File: config.mk
export PLATFORM = sky130hd
export DESIGN_NAME = cohSeq
export DESIGN_NICKNAME = d
export VERILOG_FILES = /design/src/rtl/cohSeqPkg.sv /design/src/rtl/cohSeqData.sv /design/src/rtl/cohSeqCtrl.sv /design/src/rtl/cohSeq.sv
export SDC_FILE = /design/constraint.sdc
export NUM_CORES = 1
export LEC_CHECK = 0
export CAP_MARGIN = 25
export CORE_UTILIZATION = 47
export DETAILED_ROUTE_END_ITERATION = 10
export PLACE_DENSITY = 0.84
export SYNTH_ARGS = -nofsm -noshare
export SYNTH_HDL_FRONTEND = slang
export SYNTH_SLANG_ARGS = --single-unit
File: constraint.sdc
create_clock -name clk -period 2.08 [get_ports clk]
set_input_delay 0.416 -clock clk [delete_from_list [all_inputs] [get_ports clk]]
set_output_delay 0.416 -clock clk [all_outputs]
set_load 0.02 [all_outputs]
File: src/rtl/cohSeqPkg.sv
`timescale 1ns/1ps
package cohSeqPkg;

  localparam logic [1:0] K_RD     = 2'd0;
  localparam logic [1:0] K_RDOWN  = 2'd1;
  localparam logic [1:0] K_UPG    = 2'd2;
  localparam logic [1:0] K_RD_ALT = 2'd3;

  localparam logic [1:0] FS_INV = 2'd0;
  localparam logic [1:0] FS_SHR = 2'd1;
  localparam logic [1:0] FS_EXC = 2'd2;
  localparam logic [1:0] FS_MOD = 2'd3;

  typedef enum logic [2:0] {
    ST_IDLE,
    ST_LAUNCH,
    ST_FWD,
    ST_DRAIN,
    ST_WAIT,
    ST_REPLY
  } seqState_t;

  // strobes from control to datapath
  typedef struct packed {
    logic latchReq;
    logic bumpRead;
    logic openWrite;
    logic snapLook;
    logic grabMem;
    logic markShared;
  } ctrlStrobe_t;

  function automatic logic kindIsRead(input logic [1:0] k);
    return (k == K_RD) || (k == K_RD_ALT);
  endfunction

endpackage

File: src/rtl/cohSeqData.sv
`timescale 1ns/1ps
module cohSeqData
  import cohSeqPkg::*;
#(
  parameter int ADDR_W    = 8,
  parameter int NODE_W    = 2,
  parameter int DATA_W    = 16,
  parameter int IDX_W     = 2,
  parameter int MAX_READS = 3
) (
  input  logic              clk,
  input  logic              rstN,
  input  ctrlStrobe_t       stb,
  input  logic [1:0]        reqKind,
  input  logic [ADDR_W-1:0] reqAddr,
  input  logic [NODE_W-1:0] reqSrc,
  input  logic [DATA_W-1:0] memRspData,
  input  logic              doneValid,
  input  logic              doneWrite,
  output logic [1:0]        curKind,
  output logic [ADDR_W-1:0] curAddr,
  output logic [NODE_W-1:0] curSrc,
  output logic [DATA_W-1:0] curData,
  output logic              lookOwned,
  output logic [NODE_W-1:0] snapOwner,
  output logic              cntFull,
  output logic              cntZero,
  output logic              writeBusy,
  output logic [ADDR_W-1:0] writeAddr
);

  localparam int ENTRIES = 1 << IDX_W;
  localparam int TAG_W   = ADDR_W - IDX_W;
  localparam int CNT_W   = $clog2(MAX_READS + 1);
  localparam logic [CNT_W-1:0] CNT_MAX = CNT_W'(MAX_READS);

  // request registers
  always_ff @(posedge clk or negedge rstN) begin
    if (!rstN) begin
      curKind <= K_RD;
      curAddr <= '0;
      curSrc  <= '0;
    end else if (stb.latchReq) begin
      curKind <= reqKind;
      curAddr <= reqAddr;
      curSrc  <= reqSrc;
    end
  end

  always_ff @(posedge clk or negedge rstN) begin
    if (!rstN)             curData <= '0;
    else if (stb.latchReq) curData <= '0;
    else if (stb.grabMem)  curData <= memRspData;
  end

  // open ownership transaction
  logic [NODE_W-1:0] writeOwner;
  logic              wrClose;
  assign wrClose = doneValid && doneWrite && writeBusy;

  always_ff @(posedge clk or negedge rstN) begin
    if (!rstN) begin
      writeBusy  <= 1'b0;
      writeAddr  <= '0;
      writeOwner <= '0;
    end else if (stb.openWrite) begin
      writeBusy  <= 1'b1;
      writeAddr  <= reqAddr;
      writeOwner <= reqSrc;
    end else if (wrClose) begin
      writeBusy  <= 1'b0;
    end
  end

  // outstanding read counter
  logic [CNT_W-1:0] readCnt;
  logic             readDec;
  assign readDec = doneValid && !doneWrite && (readCnt != '0);
  assign cntFull = (readCnt == CNT_MAX);
  assign cntZero = (readCnt == '0);

  always_ff @(posedge clk or negedge rstN) begin
    if (!rstN) readCnt <= '0;
    else if (stb.bumpRead && !readDec) readCnt <= readCnt + 1'b1;
    else if (!stb.bumpRead && readDec) readCnt <= readCnt - 1'b1;
  end

  // direct-mapped filter
  logic [IDX_W-1:0] cIdx, wIdx;
  logic [TAG_W-1:0] cTag, wTag;
  assign cIdx = curAddr[IDX_W-1:0];
  assign cTag = curAddr[ADDR_W-1:IDX_W];
  assign wIdx = writeAddr[IDX_W-1:0];
  assign wTag = writeAddr[ADDR_W-1:IDX_W];

  logic [ENTRIES-1:0][1:0]        stVec;
  logic [ENTRIES-1:0][TAG_W-1:0]  tagVec;
  logic [ENTRIES-1:0][NODE_W-1:0] ownVec;

  for (genvar e = 0; e < ENTRIES; e++) begin : gEnt
    logic [1:0]        stQ;
    logic [TAG_W-1:0]  tagQ;
    logic [NODE_W-1:0] ownQ;
    logic              closeHit, shareHit;
    assign closeHit = wrClose && (wIdx == IDX_W'(e));
    assign shareHit = stb.markShared && (cIdx == IDX_W'(e));
    always_ff @(posedge clk or negedge rstN) begin
      if (!rstN) begin
        stQ  <= FS_INV;
        tagQ <= '0;
        ownQ <= '0;
      end else if (closeHit) begin
        stQ  <= FS_EXC;
        tagQ <= wTag;
        ownQ <= writeOwner;
      end else if (shareHit) begin
        stQ  <= FS_SHR;
        tagQ <= cTag;
      end
    end
    assign stVec[e]  = stQ;
    assign tagVec[e] = tagQ;
    assign ownVec[e] = ownQ;
  end

  logic lookHit;
  assign lookHit   = (stVec[cIdx] != FS_INV) && (tagVec[cIdx] == cTag);
  assign lookOwned = lookHit && ((stVec[cIdx] == FS_EXC) || (stVec[cIdx] == FS_MOD));

  always_ff @(posedge clk or negedge rstN) begin
    if (!rstN)             snapOwner <= '0;
    else if (stb.snapLook) snapOwner <= ownVec[cIdx];
  end

endmodule

File: src/rtl/cohSeqCtrl.sv
`timescale 1ns/1ps
module cohSeqCtrl
  import cohSeqPkg::*;
#(
  parameter int ADDR_W = 8
) (
  input  logic              clk,
  input  logic              rstN,
  input  logic              reqValid,
  input  logic [1:0]        reqKind,
  input  logic [ADDR_W-1:0] reqAddr,
  input  logic [1:0]        curKind,
  input  logic              lookOwned,
  input  logic              cntFull,
  input  logic              cntZero,
  input  logic              writeBusy,
  input  logic [ADDR_W-1:0] writeAddr,
  input  logic              memReqReady,
  input  logic              memRspValid,
  input  logic              fwdReady,
  input  logic              rplReady,
  output ctrlStrobe_t       stb,
  output logic              reqReady,
  output logic              memReqValid,
  output logic              memRspReady,
  output logic              fwdValid,
  output logic              rplValid
);

  seqState_t state, stateNext;

  logic inIsRead, curIsRead, addrBlocked, needFetch, accept;

  assign inIsRead    = kindIsRead(reqKind);
  assign curIsRead   = kindIsRead(curKind);
  assign addrBlocked = writeBusy && (reqAddr == writeAddr);
  assign needFetch   = curIsRead || ((curKind == K_RDOWN) && !lookOwned);

  assign reqReady = (state == ST_IDLE) && !addrBlocked &&
                    (inIsRead ? !cntFull : (cntZero && !writeBusy));
  assign accept   = reqValid && reqReady;

  always_comb begin
    stateNext   = state;
    stb         = '0;
    memReqValid = 1'b0;
    memRspReady = 1'b0;
    fwdValid    = 1'b0;
    rplValid    = 1'b0;
    unique case (state)
      ST_IDLE: begin
        if (accept) begin
          stb.latchReq  = 1'b1;
          stb.bumpRead  = inIsRead;
          stb.openWrite = !inIsRead;
          stateNext     = ST_LAUNCH;
        end
      end
      ST_LAUNCH: begin
        memReqValid  = needFetch;
        stb.snapLook = 1'b1;
        if (!needFetch || memReqReady) begin
          if (lookOwned)             stateNext = ST_FWD;
          else if (curKind == K_UPG) stateNext = ST_REPLY;
          else                       stateNext = ST_WAIT;
        end
      end
      ST_FWD: begin
        fwdValid = 1'b1;
        if (fwdReady) begin
          stb.markShared = curIsRead;
          stateNext      = curIsRead ? ST_DRAIN : ST_IDLE;
        end
      end
      ST_DRAIN: begin
        memRspReady = 1'b1;
        if (memRspValid) stateNext = ST_IDLE;
      end
      ST_WAIT: begin
        memRspReady = 1'b1;
        if (memRspValid) begin
          stb.grabMem = 1'b1;
          stateNext   = ST_REPLY;
        end
      end
      ST_REPLY: begin
        rplValid = 1'b1;
        if (rplReady) begin
          stb.markShared = curIsRead;
          stateNext      = ST_IDLE;
        end
      end
      default: stateNext = ST_IDLE;
    endcase
  end

  always_ff @(posedge clk or negedge rstN) begin
    if (!rstN) state <= ST_IDLE;
    else       state <= stateNext;
  end

endmodule

File: src/rtl/cohSeq.sv
`timescale 1ns/1ps
module cohSeq
  import cohSeqPkg::*;
#(
  parameter int ADDR_W    = 8,
  parameter int NODE_W    = 2,
  parameter int DATA_W    = 16,
  parameter int IDX_W     = 2,
  parameter int MAX_READS = 3
) (
  input  logic              clk,
  input  logic              rstN,
  input  logic              reqValid,
  output logic              reqReady,
  input  logic [1:0]        reqKind,
  input  logic [ADDR_W-1:0] reqAddr,
  input  logic [NODE_W-1:0] reqSrc,
  output logic              memReqValid,
  input  logic              memReqReady,
  output logic [ADDR_W-1:0] memReqAddr,
  input  logic              memRspValid,
  output logic              memRspReady,
  input  logic [DATA_W-1:0] memRspData,
  output logic              fwdValid,
  input  logic              fwdReady,
  output logic [NODE_W-1:0] fwdDst,
  output logic [NODE_W-1:0] fwdSrc,
  output logic [1:0]        fwdKind,
  output logic [ADDR_W-1:0] fwdAddr,
  output logic              rplValid,
  input  logic              rplReady,
  output logic [NODE_W-1:0] rplDst,
  output logic [DATA_W-1:0] rplData,
  input  logic              doneValid,
  input  logic              doneWrite
);

  ctrlStrobe_t       stb;
  logic [1:0]        curKind;
  logic [ADDR_W-1:0] curAddr, writeAddr;
  logic [NODE_W-1:0] curSrc, snapOwner;
  logic [DATA_W-1:0] curData;
  logic              lookOwned, cntFull, cntZero, writeBusy;

  cohSeqCtrl #(.ADDR_W(ADDR_W)) u_ctrl (
    .clk(clk), .rstN(rstN),
    .reqValid(reqValid), .reqKind(reqKind), .reqAddr(reqAddr),
    .curKind(curKind), .lookOwned(lookOwned),
    .cntFull(cntFull), .cntZero(cntZero),
    .writeBusy(writeBusy), .writeAddr(writeAddr),
    .memReqReady(memReqReady), .memRspValid(memRspValid),
    .fwdReady(fwdReady), .rplReady(rplReady),
    .stb(stb), .reqReady(reqReady),
    .memReqValid(memReqValid), .memRspReady(memRspReady),
    .fwdValid(fwdValid), .rplValid(rplValid)
  );

  cohSeqData #(
    .ADDR_W(ADDR_W), .NODE_W(NODE_W), .DATA_W(DATA_W),
    .IDX_W(IDX_W), .MAX_READS(MAX_READS)
  ) u_data (
    .clk(clk), .rstN(rstN), .stb(stb),
    .reqKind(reqKind), .reqAddr(reqAddr), .reqSrc(reqSrc),
    .memRspData(memRspData),
    .doneValid(doneValid), .doneWrite(doneWrite),
    .curKind(curKind), .curAddr(curAddr), .curSrc(curSrc),
    .curData(curData), .lookOwned(lookOwned), .snapOwner(snapOwner),
    .cntFull(cntFull), .cntZero(cntZero),
    .writeBusy(writeBusy), .writeAddr(writeAddr)
  );

  assign memReqAddr = curAddr;
  assign fwdDst     = snapOwner;
  assign fwdSrc     = curSrc;
  assign fwdKind    = curKind;
  assign fwdAddr    = curAddr;
  assign rplDst     = curSrc;
  assign rplData    = curData;

endmodule

==> results of run 1 <==
==> worst paths after layout <==
check | start | to | slack [ps] | cells after the start
worst min register to register | u_data.gEnt[1].stQ[1] | u_data.gEnt[1].stQ[1] | 490 | 2
min in group asynchronous | rstN | u_ctrl.state[2] | 510 | 2
worst max-delay path | u_data.curAddr[0] | memReqValid | -570 | 7
max in group asynchronous | rstN | u_data.gEnt[0].tagQ[1] | 940 | 3
worst min-delay path | reqAddr[7] | u_data.curAddr[7] | 480 | 3
worst max register to register | u_data.curAddr[0] | u_ctrl.state[0] | 0 | 8
==> cell usage after synthesis (3+ instances only) <==
cell type	n	share of area, %
dfrtp_1	82	49
ha_1	3	0.90
xnor2_1	15	3.1
nor3_1	4	0.48
mux4_2	6	3.2
mux2_4	9	3.2
buf_4	12	2.1
buf_2	6	0.72
clkbuf_1	11	0.99
xor2_1	7	1.5
o21ai_0	18	2.1
or3_1	3	0.45
a21oi_1	31	3.7
nor2_1	17	1.5
nand4_1	3	0.45
nand2_1	63	5.6
nor2b_1	3	0.45
nand3_1	5	0.60
inv_1	9	0.81
mux2i_1	27	6.4
buf_6	3	0.81
mux2_2	20	5.4
==> stage by stage <==
| step | area, um^2 | util, % | power (uW) | hold WS [ps] |
|---|---|---|---|---|
| floorplan | 4242 | - | 5435 | 120.4 |
| global placement | 5485 | 63.21 | 6993 | 344.2 |
| detailed placement | 5485 | 63.21 | 7184 | 350.8 |
| CTS | 5748 | 66.23 | 8552 | 486.5 |
| global route | 5889 | 67.86 | 9348 | 480.2 |
| finish | 5892 | 67.89 | 8866 | 480.1 |
==> final cells by class <==
cell class	instances	area (um^2)	area share (%)
diodes	1	2.502	0.04247
clock buffers	11	131.4	2.230
clock inverters	5	86.33	1.465
inverters	9	33.78	0.5734
multi-input cells	263	2081	35.32
flip-flops and latches	82	2057	34.91
well taps	108	135.1	2.293
repair buffers	151	1365	23.17
==> per-layer routing <==
metal | global-route usage [%] | vias to the layer above
li1 | - | 1571
met1 | 32.60 | 1743
met2 | 41.43 | 131
met3 | 3.208 | 26
met4 | 10.42 | 0
met5 | 0 | -
==> critical path, cell delays in order, from the launching register on <==
cell and delay [ps]:
dfrtp_2 470, mux4_2 570, xnor2_2 150, nand4_1 120, a21oi_2 190, nor2b_1 70
o21a_2 200, buf_6 130
==> timing repair <==
| action | 4_1_cts | 5_1_grt |
|---|---|---|
| buffers inserted | 4 | 2 |
| pin swaps | 11 | 10 |
| hold endpoints to repair | 23 | 0 |
| hold buffers | 1 | 0 |
| setup endpoints to repair | 47 | 9 |
| gates resized for setup | 32 | 21 |
==> sequential cells by signal, indices dropped and copies added (netlist names) <==
| signal | cells |
|---|---|
| u_data.writeAddr | 8 |
| u_data.writeOwner | 2 |
| u_data.curSrc | 2 |
| u_ctrl.state | 3 |
| u_data.snapOwner | 2 |
| u_data.writeBusy | 1 |
| u_data.curAddr | 8 |
| u_data.gEnt.ownQ | 8 |
| u_data.curData | 16 |
| u_data.gEnt.stQ | 4 |
| u_data.readCnt | 2 |
| u_data.gEnt.tagQ | 24 |
| u_data.curKind | 2 |
==> logic make-up after synthesis <==
| logic type | synth area share, % |
|---|---|
| AND/OR/NAND/NOR | 12.93 |
| XOR/XNOR | 4.599 |
| flip-flops | 48.97 |
| multiplexers | 18.27 |
| AO/OA/AOI/OAI | 8.750 |
| adder cells (fa/ha/maj) | 0.8959 |
| buffers and inverters | 5.584 |
==> report_power, final <==
group	switching (uW)	internal [uW]	leakage [uW]
Combinational	2240	2460	0.00163
Clock	594	689	0.000109
Sequential	595	2280	0.00103
Total	3430	5430	0.00277
==> flow_summary.yaml, run 1 <==
status:
  status: "finished with violations"
  violations: "negative setup slack"
route:
  dr.pass1.iters: 5
  wl_met1_um: 4588
  first_iter_violations: 177
  vias: 3471
  met3_length_um: 546
  wl_met2_um: 5909
  ant_nets: 0
  highest_layer: "met4"
  wl_per_cell_um: 17.97
  viasPerCell: 5.510
  route.detailed.drc: 0
  drt-total-wl_um: 11320
die:
  start_util_pct: 48.28
  rows: 34
  die_h_um: 96.42
  core_area_um2: 8678
  dieArea_um2: 9297
  io_pins: 82
  fp.dieW_um: 96.42
yosys:
  netlist_area_um2: 4190
  synth-edff-count: 0
  postSynthAreaPerCell_um2: 10.83
  synth_async_sr_flop_share_pct: 100.0
  yosysUniqueCellTypes: 47
  synth.net_count: 427
  yosysSeqAreaShare_pct: 48.97
  synth_flop_cell: "dfrtp_1"
  ys_seq_elements: 82
  syn_inst: 387
  yosys_warnings: 0
clock_network:
  cts_tree: "yes"
  cts_max_path_buffers: 2
  cts.sinks: 82
  cts_inserted_buffers: 9
  htreeDepth: 3
  cts.root.buffer_cell: "clkbuf_8"
  worstSkewPairLatency_ps: 350
  path_clk_slew_ps: 90
layout:
  fillerInstances: 614
  drive_above_1_share_pct: 30.33
  fin_nets: 556
  final_common_cell: "dfrtp_1"
  area_delta_synth_final_pct: 40.61
  final_cell_mix: "dfrtp_1, buf_4, nand2_1, clkdlybuf4s50_1, a21oi_1"
  fin_cells: 630
min_path:
  hp-class: "in -> reg"
pwr:
  power_density_nw_per_um2: 1505
  p_leak_uw: 0.002775
  ir_drop_v: 0.0007988
critical_path:
  cp_max_fo: 6
  path_class: "reg -> out"
  cp.required_ps: 1660
  cp-end-kind: "output port"
  cp-start-kind: "register"
  arrival_ps: 2240
timing:
  setup_ws_ps: -571.2
  rsz0062_at_grt: "true"
  finClkSkew_ps: 11.99
  tightest_slew_ps: 548.6
  max_slew_margin_pct: 63.34
  drv_slew: 0
  hold_violations: 0
  min_period_over_period_pct: 127.5
  setup_viol: 1
  max_freq_mhz: 377.2
  fin_crit_ps: 2651
  tns_ps: -571.2
grt:
  grt_util_all_layers_pct: 24.78
  grt_pass1_vias: 3402
  grt.overflow.total: 0
  grt_max_degree: 38
  grt_pass1_wl_um: 17290
  grt_antenna_before_repair: 0
placement:
  dp.final_hpwl_um: 7680
  gp_congestion: 0.8648
  placed_cells: 606
  place_ws_ps: -634.7
  port_buffers: 81
job:
  cap_viol_max_count: 0
Power figures use the tool's default switching activity.
==> run 2, diff against run 1 <==
- CORE_UTILIZATION: 47 -> 48
- CTS_BUF_LIST: not set -> sky130_fd_sc_hd__clkbuf_8
- PLACE_DENSITY: 0.84 -> 0.85
==> flow_summary.yaml, run 2 (synthesis gave the netlist of run 1 again) <==
clock_network:
  cts_tree: "yes"
  cts_max_path_buffers: 2
  cts.root.buffer_cell: "clkbuf_8"
  worstSkewPairLatency_ps: 370
  htreeDepth: 3
  path_clk_slew_ps: 80
  cts.sinks: 82
  cts_inserted_buffers: 9
min_path:
  hp-start: "reqAddr[3]"
  min_to: "u_data.writeAddr[3]"
  hp-class: "in -> reg"
  hold_depth: 3
grt:
  grt_max_degree: 37
  grt_pass1_wl_um: 17460
  grt_util_all_layers_pct: 25.62
  grt.overflow.total: 0
  grt_pass1_vias: 3514
  grt_antenna_before_repair: 0
layout:
  largest_register: "u_data.gEnt.tagQ"
  seqCellArea_um2: 2056
  drive_above_1_share_pct: 29.50
  antenna_cells: 0
  fin_nets: 557
  fin_cells: 627
  final_common_cell: "dfrtp_1"
  area_delta_synth_final_pct: 39.21
  final_cell_mix: "dfrtp_1, buf_4, nand2_1"
  largest_reg_flops: 24
  design_area_um2: 5833
  multi_input_area_um2: 2038
  fillerInstances: 577
  reg_top3: "u_data.gEnt.tagQ (24), u_data.curData (16)"
critical_path:
  rr_startpoint: "u_data.curAddr[0]"
  cp_max_fo: 5
  path_class: "reg -> out"
  arrival_ps: 2230
  cp.required_ps: 1660
  timing.rr.end: "u_ctrl.state[0]"
  cp-end-kind: "output port"
  r2r_slack_ps: 10
  rr_worst_depth: 8
  cp-start-kind: "register"
route:
  ant_nets: 0
  first_iter_violations: 315
  vias: 3463
  drt-total-wl_um: 11360
  route.detailed.drc: 0
  dr.pass1.iters: 5
  wl_per_cell_um: 18.12
  viasPerCell: 5.523
die:
  die_h_um: 95.44
  io_pins: 82
  core_area_um2: 8341
  dieArea_um2: 9108
  rows: 33
  start_util_pct: 50.24
  fp.dieW_um: 95.44
status:
  status: "finished with violations"
  violations: "negative setup slack"
pwr:
  ir_drop_v: 0.0007923
  power_density_nw_per_um2: 1484
  p_leak_uw: 0.002789
timing:
  finClkSkew_ps: 10.08
  rsz0062_at_grt: "true"
  tightest_slew_ps: 538.0
  hold_violations: 0
  setup_viol: 2
  max_freq_mhz: 377.7
  setup_ws_ps: -567.7
  tns_ps: -587.5
  drv_slew: 0
  fin_crit_ps: 2648
  min_period_over_period_pct: 127.3
  max_slew_margin_pct: 64.04
placement:
  placed_area_um2: 5497
  placed_cells: 605
  dp.final_hpwl_um: 7865
  place_ws_ps: -614.7
  port_buffers: 81
  gp_congestion: 0.9152
job:
  cap_viol_max_count: 0
run 2: critical path, cell delays in order (launching register included):
cell and delay [ps]:
dfrtp_2 450, mux4_2 570, xnor2_2 150, nand4_1 130, a21oi_2 180, nor2b_1 70, o21a_2 200, buf_6 130
run 2: metrics by stage:
| step | power (uW) | hold slack, ps | util [%] |
|---|---|---|---|
| final | 8654 | 477.0 | 69.94 |
| after global routing | 9108 | 470.7 | 69.94 |
| after CTS | 8464 | 489.2 | 68.93 |
| after detailed placement | 7197 | 351.8 | 65.90 |
| after global placement | 7001 | 346.3 | 65.90 |
| after floorplan | 5435 | 120.4 | - |
run 2: power by group:
group	switching (uW)	internal (uW)
registers	528	2280
clock network	609	589
logic	2240	2400
total	3380	5270
run 2: routing by layer:
layer / routed length [um] / track usage (%)
met5: 0 / 0
met2: 5899 / 42.14
met1: 4583 / 33.96
met4: 320 / 9.204
met3: 555 / 4.705
run 2: cell type report:
cell class              instances  share of cell area (%)
multi-input cells             263                   34.94
flip-flops and latches         82                   35.24
clock buffers                  10                   2.360
clock inverters                 6                   1.115
inverters                       9                  0.5792
well taps                     105                   2.252
repair buffers                152                   23.51
run 2: timing repair:
item                       CTS  global route
hold endpoints to repair    25             0
resized for setup           34            10
hold buffers                 1             0
pin swaps                    8            11
cloned                       0             0
setup buffers                1             4
setup endpoints to repair   15             9
run 2: worst max-delay path by stage:
stage / start / endpoint / slack [ps] / cells after the start
detailed placement: u_data.curAddr[0] / memReqValid / -610 / 7
global route: u_data.curAddr[0] / memReqValid / -690 / 7
global placement: u_data.curAddr[0] / memReqValid / -570 / 7
floorplan: u_data.curAddr[0] / memReqValid / -140 / 7
CTS: u_data.curAddr[0] / memReqValid / -560 / 7
finish: u_data.curAddr[0] / memReqValid / -570 / 7
